## config.mk

```make
export PLATFORM = sky130hd
export DESIGN_NAME = dma_chan_regs
export DESIGN_NICKNAME = d
export VERILOG_FILES = /design/src/rtl/dma_chan_pkg.sv /design/src/rtl/dma_chan_decode.sv /design/src/rtl/dma_chan_ctrl.sv /design/src/rtl/dma_chan_irq.sv /design/src/rtl/dma_chan_regs.sv
export SDC_FILE = /design/constraint.sdc
export NUM_CORES = 1
export LEC_CHECK = 0
export ABC_AREA = 1
export BUFFER_PORTS_ARGS = -buffer_cell sky130_fd_sc_hd__buf_4
export CORE_ASPECT_RATIO = 0.75
export CORE_UTILIZATION = 54
export CTS_BUF_LIST = sky130_fd_sc_hd__clkbuf_8
export DETAILED_ROUTE_END_ITERATION = 16
export GPL_TIMING_DRIVEN = 0
export PLACE_DENSITY_LB_ADDON = 0.25
export SYNTH_ARGS = -nofsm -noshare
export SYNTH_HDL_FRONTEND = slang
export SYNTH_HIERARCHICAL = 1
export SYNTH_SLANG_ARGS = --single-unit
```

## constraint.sdc

```tcl
create_clock -name clk -period 2 [get_ports clk]
set_clock_uncertainty 0.1 [all_clocks]
set_input_delay 0.2 -clock clk [delete_from_list [all_inputs] [get_ports clk]]
set_output_delay 0.2 -clock clk [all_outputs]
set_load 0.01 [all_outputs]
```

## src/rtl/dma_chan_pkg.sv

```systemverilog
package dma_chan_pkg;

  typedef enum logic [2:0] {
    ST_RST  = 3'b001,
    ST_STOP = 3'b010,
    ST_RUN  = 3'b100
  } chan_state_e;

  localparam int unsigned OFF_DPTR   = 'h000;
  localparam int unsigned OFF_SDATA  = 'h058;
  localparam int unsigned OFF_SBUF   = 'h05C;
  localparam int unsigned OFF_GRP    = 'h060;
  localparam int unsigned OFF_GDOWN  = 'h07C;
  localparam int unsigned OFF_CMD    = 'h080;
  localparam int unsigned OFF_CFG    = 'h084;
  localparam int unsigned OFF_STAT   = 'h088;
  localparam int unsigned OFF_MASK   = 'h08C;
  localparam int unsigned OFF_ACK    = 'h090;
  localparam int unsigned OFF_RAW    = 'h094;
  localparam int unsigned OFF_MASKED = 'h098;
  localparam int unsigned OFF_SCMD   = 'h09C;

  localparam logic [1:0] SZ_WORD = 2'd2;

  localparam int unsigned SCMD_W = 10;
  localparam logic [SCMD_W-1:0] SC_LOAD_DATA = 10'h140;
  localparam logic [SCMD_W-1:0] SC_BURST     = 10'h020;
  localparam logic [SCMD_W-1:0] SC_LOAD_CTX  = 10'h200;

  localparam int unsigned STAT_EOL_BIT = 5;
  localparam int unsigned STAT_SRC_BIT = 8;

  typedef struct packed {
    logic dptr;
    logic sdata;
    logic sbuf;
    logic grp;
    logic gdown;
    logic cmd;
    logic cfg;
    logic stat;
    logic mask;
    logic ack;
    logic raw;
    logic masked;
    logic scmd;
  } reg_hit_t;

endpackage

```

## src/rtl/dma_chan_decode.sv

```systemverilog
module dma_chan_decode
  import dma_chan_pkg::*;
#(
  parameter int ADDR_W = 13
) (
  input  logic              req_valid,
  input  logic              req_write,
  input  logic [ADDR_W-1:0] req_addr,
  input  logic [1:0]        req_size,
  output reg_hit_t          wr_hit,
  output reg_hit_t          rd_hit,
  output logic              bad_size
);

  reg_hit_t hit;
  logic     word;

  always_comb begin
    hit = '0;
    case (req_addr)
      ADDR_W'(OFF_DPTR):   hit.dptr   = 1'b1;
      ADDR_W'(OFF_SDATA):  hit.sdata  = 1'b1;
      ADDR_W'(OFF_SBUF):   hit.sbuf   = 1'b1;
      ADDR_W'(OFF_GRP):    hit.grp    = 1'b1;
      ADDR_W'(OFF_GDOWN):  hit.gdown  = 1'b1;
      ADDR_W'(OFF_CMD):    hit.cmd    = 1'b1;
      ADDR_W'(OFF_CFG):    hit.cfg    = 1'b1;
      ADDR_W'(OFF_STAT):   hit.stat   = 1'b1;
      ADDR_W'(OFF_MASK):   hit.mask   = 1'b1;
      ADDR_W'(OFF_ACK):    hit.ack    = 1'b1;
      ADDR_W'(OFF_RAW):    hit.raw    = 1'b1;
      ADDR_W'(OFF_MASKED): hit.masked = 1'b1;
      ADDR_W'(OFF_SCMD):   hit.scmd   = 1'b1;
      default:             hit        = '0;
    endcase
  end

  assign word     = (req_size == SZ_WORD);
  assign bad_size = req_valid && !word;
  assign wr_hit   = (req_valid && req_write && word) ? hit : '0;
  assign rd_hit   = (req_valid && !req_write && word) ? hit : '0;

endmodule

```

## src/rtl/dma_chan_ctrl.sv

```systemverilog
module dma_chan_ctrl
  import dma_chan_pkg::*;
(
  input  logic              clk,
  input  logic              rst,
  input  logic              cfg_wr,
  input  logic [1:0]        cfg_wval,
  input  logic [1:0]        cfg_q,
  input  logic              scmd_wr,
  input  logic [SCMD_W-1:0] scmd_val,
  input  logic              cmd_wr,
  input  logic              list_end,
  input  logic              desc_eol,
  input  logic              reload_done,
  output chan_state_e       state_q,
  output logic              eol_q,
  output logic              ld_data_o,
  output logic              ld_ctx_o,
  output logic              start_o,
  output logic              reload_o,
  output logic              advance_o
);

  chan_state_e state_d;
  logic eol_d, pend_q, pend_d;
  logic ld_data_d, ld_ctx_d, start_d, reload_d, advance_d;

  always_comb begin
    state_d   = state_q;
    eol_d     = eol_q;
    pend_d    = pend_q;
    ld_data_d = 1'b0;
    ld_ctx_d  = 1'b0;
    start_d   = 1'b0;
    reload_d  = 1'b0;
    advance_d = 1'b0;

    if (list_end) eol_d = 1'b1;

    if (cfg_wr) begin
      if (cfg_wval[1])  state_d = ST_STOP;
      if (!cfg_wval[0]) state_d = ST_RST;
    end

    if (scmd_wr) begin
      if (|(scmd_val & SC_LOAD_DATA)) begin
        ld_data_d = 1'b1;
        if (|(scmd_val & SC_BURST)) start_d = 1'b1;
      end
      if (|(scmd_val & SC_LOAD_CTX)) begin
        ld_ctx_d = 1'b1;
        start_d  = 1'b1;
      end
    end

    if (pend_q && reload_done) begin
      pend_d = 1'b0;
      if (!desc_eol && eol_q) begin
        advance_d = 1'b1;
        start_d   = 1'b1;
      end
    end

    if (cmd_wr && cfg_q[0] && !cfg_q[1] && state_q == ST_RUN && desc_eol) begin
      reload_d = 1'b1;
      pend_d   = 1'b1;
    end

    if (start_d) begin
      eol_d   = 1'b0;
      state_d = ST_RUN;
    end
  end

  always_ff @(posedge clk) begin
    if (rst) begin
      state_q   <= ST_RST;
      eol_q     <= 1'b0;
      pend_q    <= 1'b0;
      ld_data_o <= 1'b0;
      ld_ctx_o  <= 1'b0;
      start_o   <= 1'b0;
      reload_o  <= 1'b0;
      advance_o <= 1'b0;
    end else begin
      state_q   <= state_d;
      eol_q     <= eol_d;
      pend_q    <= pend_d;
      ld_data_o <= ld_data_d;
      ld_ctx_o  <= ld_ctx_d;
      start_o   <= start_d;
      reload_o  <= reload_d;
      advance_o <= advance_d;
    end
  end

endmodule

```

## src/rtl/dma_chan_irq.sv

```systemverilog
module dma_chan_irq #(
  parameter int NIRQ = 4
) (
  input  logic            clk,
  input  logic            rst,
  input  logic [NIRQ-1:0] set_i,
  input  logic            ack_wr,
  input  logic            mask_wr,
  input  logic [NIRQ-1:0] wval,
  output logic [NIRQ-1:0] raw_q,
  output logic [NIRQ-1:0] mask_q,
  output logic            irq_o
);

  logic [NIRQ-1:0] raw_d, mask_d;

  for (genvar i = 0; i < NIRQ; i++) begin : g_bit
    assign raw_d[i] = set_i[i] | (raw_q[i] & ~(ack_wr & wval[i]));
  end

  assign mask_d = mask_wr ? wval : mask_q;

  always_ff @(posedge clk) begin
    if (rst) begin
      raw_q  <= '0;
      mask_q <= '0;
      irq_o  <= 1'b0;
    end else begin
      raw_q  <= raw_d;
      mask_q <= mask_d;
      irq_o  <= |(raw_d & mask_d);
    end
  end

endmodule

```

## src/rtl/dma_chan_regs.sv

```systemverilog
module dma_chan_regs
  import dma_chan_pkg::*;
#(
  parameter int ADDR_W = 13,
  parameter int DATA_W = 32,
  parameter int NIRQ   = 4
) (
  input  logic              clk,
  input  logic              rst,
  input  logic              req_valid_i,
  input  logic              req_write_i,
  input  logic [ADDR_W-1:0] req_addr_i,
  input  logic [1:0]        req_size_i,
  input  logic [DATA_W-1:0] req_wdata_i,
  output logic              rsp_valid_o,
  output logic              rsp_err_o,
  output logic [DATA_W-1:0] rsp_rdata_o,
  output logic              irq_o,
  output logic [DATA_W-1:0] ptr_data_o,
  output logic [DATA_W-1:0] ptr_saved_o,
  output logic [DATA_W-1:0] ptr_buf_o,
  output logic [DATA_W-1:0] ptr_group_o,
  output logic [DATA_W-1:0] ptr_gdown_o,
  output logic              eng_ld_data_o,
  output logic              eng_ld_ctx_o,
  output logic              eng_start_o,
  output logic              eng_reload_o,
  output logic              eng_advance_o,
  input  logic [NIRQ-1:0]   eng_irq_set_i,
  input  logic              eng_list_end_i,
  input  logic              eng_desc_eol_i,
  input  logic              eng_reload_done_i,
  input  logic              eng_stream_src_i
);

  localparam int PTR_N = 5;

  reg_hit_t        wr_hit, rd_hit;
  logic            bad_size;
  logic [DATA_W-1:0] ptr_q [PTR_N];
  logic [PTR_N-1:0]  ptr_wr, ptr_rd;
  logic [1:0]        cfg_q;
  logic              cmd_q;
  logic [SCMD_W-1:0] scmd_q;
  chan_state_e       state_w;
  logic              eol_w;
  logic [NIRQ-1:0]   raw_w, mask_w;
  logic [DATA_W-1:0] rd_mux, stat_word;

  dma_chan_decode #(.ADDR_W(ADDR_W)) dec_i (
    .req_valid (req_valid_i),
    .req_write (req_write_i),
    .req_addr  (req_addr_i),
    .req_size  (req_size_i),
    .wr_hit    (wr_hit),
    .rd_hit    (rd_hit),
    .bad_size  (bad_size)
  );

  assign ptr_wr = {wr_hit.gdown, wr_hit.grp, wr_hit.sbuf, wr_hit.sdata, wr_hit.dptr};
  assign ptr_rd = {rd_hit.gdown, rd_hit.grp, rd_hit.sbuf, rd_hit.sdata, rd_hit.dptr};

  for (genvar i = 0; i < PTR_N; i++) begin : g_ptr
    always_ff @(posedge clk) begin
      if (rst)            ptr_q[i] <= '0;
      else if (ptr_wr[i]) ptr_q[i] <= req_wdata_i;
    end
  end

  assign ptr_data_o  = ptr_q[0];
  assign ptr_saved_o = ptr_q[1];
  assign ptr_buf_o   = ptr_q[2];
  assign ptr_group_o = ptr_q[3];
  assign ptr_gdown_o = ptr_q[4];

  always_ff @(posedge clk) begin
    if (rst) begin
      cfg_q  <= '0;
      cmd_q  <= 1'b0;
      scmd_q <= '0;
    end else begin
      if (wr_hit.cfg)  cfg_q  <= req_wdata_i[1:0];
      if (wr_hit.cmd)  cmd_q  <= req_wdata_i[0];
      if (wr_hit.scmd) scmd_q <= req_wdata_i[SCMD_W-1:0];
    end
  end

  dma_chan_ctrl ctrl_i (
    .clk         (clk),
    .rst         (rst),
    .cfg_wr      (wr_hit.cfg),
    .cfg_wval    (req_wdata_i[1:0]),
    .cfg_q       (cfg_q),
    .scmd_wr     (wr_hit.scmd),
    .scmd_val    (req_wdata_i[SCMD_W-1:0]),
    .cmd_wr      (wr_hit.cmd),
    .list_end    (eng_list_end_i),
    .desc_eol    (eng_desc_eol_i),
    .reload_done (eng_reload_done_i),
    .state_q     (state_w),
    .eol_q       (eol_w),
    .ld_data_o   (eng_ld_data_o),
    .ld_ctx_o    (eng_ld_ctx_o),
    .start_o     (eng_start_o),
    .reload_o    (eng_reload_o),
    .advance_o   (eng_advance_o)
  );

  dma_chan_irq #(.NIRQ(NIRQ)) irq_i (
    .clk     (clk),
    .rst     (rst),
    .set_i   (eng_irq_set_i),
    .ack_wr  (wr_hit.ack),
    .mask_wr (wr_hit.mask),
    .wval    (req_wdata_i[NIRQ-1:0]),
    .raw_q   (raw_w),
    .mask_q  (mask_w),
    .irq_o   (irq_o)
  );

  always_comb begin
    stat_word = '0;
    stat_word[2:0] = state_w;
    stat_word[STAT_EOL_BIT] = eol_w;
    stat_word[STAT_SRC_BIT] = eng_stream_src_i;
  end

  always_comb begin
    rd_mux = '0;
    for (int i = 0; i < PTR_N; i++) begin
      if (ptr_rd[i]) rd_mux = rd_mux | ptr_q[i];
    end
    if (rd_hit.cmd)    rd_mux = rd_mux | DATA_W'(cmd_q);
    if (rd_hit.cfg)    rd_mux = rd_mux | DATA_W'(cfg_q);
    if (rd_hit.stat)   rd_mux = rd_mux | stat_word;
    if (rd_hit.mask)   rd_mux = rd_mux | DATA_W'(mask_w);
    if (rd_hit.raw)    rd_mux = rd_mux | DATA_W'(raw_w);
    if (rd_hit.masked) rd_mux = rd_mux | DATA_W'(raw_w & mask_w);
    if (rd_hit.scmd)   rd_mux = rd_mux | DATA_W'(scmd_q);
  end

  always_ff @(posedge clk) begin
    if (rst) begin
      rsp_valid_o <= 1'b0;
      rsp_err_o   <= 1'b0;
      rsp_rdata_o <= '0;
    end else begin
      rsp_valid_o <= req_valid_i;
      rsp_err_o   <= bad_size;
      rsp_rdata_o <= rd_mux;
    end
  end

endmodule

```

==> results.sh <==
export IMPL_hpwl_mm=19.9
export IMPL_grt_max_degree=33
export IMPL_drtAntennaViolNets=0
export IMPL_cts_buffers=34
export IMPL_n_antenna_cell=0
export IMPL_peakVddDrop_v=0.000478
export IMPL_post_drt_wl_per_cell_um=18.8
export IMPL_max_slew_margin=0.266
export IMPL_grt_use_met1=0.462
export IMPL_cts_root_buf="clkbuf_8"
export IMPL_die_h_um=116
export IMPL_htreeDepth=2
export IMPL_grt_antenna_before_repair=0
export IMPL_outcome="completed"
export IMPL_chipWidth_um=155
export IMPL_dr_pass1_iters=5
export IMPL_worst_pin_slew_ps=1100
export IMPL_die_area_mm2=0.0180
export IMPL_period_needed_ps=1940
export IMPL_syn_area_per_cell_um2=9.25
export IMPL_fmax_ghz=0.515
export IMPL_worstHoldPathType="primary input to flop"
export IMPL_core_area_mm2=0.0169
export IMPL_drc=0
export IMPL_rsz0062_at_grt="false"
export IMPL_busiest_layer="met2"
export IMPL_syn_area_mm2=0.00943
export IMPL_port_buffers=258
export IMPL_clock_latency_ps=510
export IMPL_drt_wl_total_mm=30.1
export IMPL_placed_cells=1493
export IMPL_fin_crit_sh=0.971
export IMPL_nets=1422
export IMPL_startpoint_type="primary input"
export IMPL_cp_arrival_ps=1960
export IMPL_drive_above_1_share=0.265
export IMPL_hold_viol=0
export IMPL_yosys_warnings=6
export IMPL_finalSetupViolCount=0
export IMPL_num_io_pins=259
export IMPL_area_growth_pct=35.1
export IMPL_clock_sinks=226
export IMPL_grt_usage=0.328
export IMPL_postCtsSetupBuffers=0
export IMPL_gp_congestion=0.867
export IMPL_clock_path_buffers=3
export IMPL_grt_overflow=0
export IMPL_grt_pass1_wl_mm=43.9
export IMPL_vias=8693
export IMPL_maxSlewViolCount=0
export IMPL_worst_ep_required_time_ps=2020
export IMPL_grt_use_met3=0.0612
export IMPL_grt_use_met2=0.521
export IMPL_rows=41
export IMPL_power_leakage_nw=5.80
export IMPL_finalSetupTns_ps=0
export IMPL_syn_nets=1079
export IMPL_p_total_mw=9.58
export IMPL_fin_cells=1603
export IMPL_synth_cells=1020
export IMPL_initial_core_util=0.557
export IMPL_end_kind="flop"
export IMPL_vias_per_cell=5.42
export IMPL_cts_tree="yes"
export IMPL_clkTransAtPathRegs_ps=70
export IMPL_maxCapViolCount=0
export IMPL_cp_max_fo=32
export IMPL_critical_path_class="primary input to flop"
export IMPL_grt_pass1_vias=7960
export IMPL_initialDrtViolationCount=928
export IMPL_pwr_density_cell_mw_per_mm2=751
[where the power goes]
part	leakage (nW)	total [mW]	internal, mW	switching (mW)
logic	3.37	0.803	0.372	0.431
clock network	0.379	3.48	1.74	1.74
registers	2.05	5.30	5.18	0.120
total	5.80	9.58	7.29	2.29
[layout by cell type, fill, tap and decap left out, types with 4 or more instances in the layout]
master	n
dfxtp_1	66
buf_2	31
clkbuf_8	38
nor2_1	266
o21ai_0	12
inv_1	81
dlygate4sd3_1	49
nand4_1	4
nand2_2	7
nor3_1	8
a21oi_1	26
nand2_1	301
o21ai_1	4
or2_2	5
edfxtp_1	160
nand3_1	33
clkinv_1	4
buf_4	264
nor3_2	7
[path summary, 6_finish.rpt]
check                 start                to  slack (ps)  depth (start not counted)
max           req_size_i[0]      ptr_q[1][25]          60                          6
min          eng_desc_eol_i   ctrl_i/reload_o          40                          5
min reg2reg       scmd_q[7]    rsp_rdata_o[7]         400                          2
max reg2reg    ctrl_i/eol_q  ctrl_i/advance_o         640                          3
[critical path, stage by stage]
cell,delay (ps)
buf_4,110
inv_1,40
nand4_1,140
buf_2,240
nor3_2,300
or2_2,900
[area by class of cell]
cell class	instances	area (um2)
clock buffers	38	523
well taps	215	269
repair buffers	307	2430
plain buffers	43	245
clock inverters	23	90.1
multi-input cells	684	2810
flip-flops and latches	226	6130
inverters	67	254
fillers	1178	4180
[sequential cells by signal (all words and copies together) (netlist names), 2 cells and up]
name            flops
ctrl_i/state_q      3
irq_i/raw_q         4
scmd_q             10
rsp_rdata_o        32
irq_i/mask_q        4
ptr_q             160
cfg_q               2
[stage by stage]
stage	util	hold WS (ps)	instance area, um2	worst slack [ps]
2_1_floorplan	-	172	9430	253
3_3_place_gp	0.688	324	11600	-350
3_5_place_dp	0.688	342	11600	-371
4_1_cts	0.753	14.8	12700	141
5_1_grt	0.753	39.4	12700	18.4
6_report	0.753	37.3	12700	57.0
[routing by layer]
| layer | up-vias | wire [um] |
|---|---|---|
| li1 | 3948 | - |
| met2 | 620 | 13500 |
| met4 | 0 | 711 |
| met1 | 4052 | 12000 |
| met5 | - | 0 |
| met3 | 73 | 3840 |
[timing repair]
item | CTS | global route
endpoints found under the hold margin | 150 | 0
hold buffers | 49 | 0
resized for setup | 0 | 1
setup endpoints to repair | 0 | 1
No activity file was read; power rests on OpenSTA's default activity.
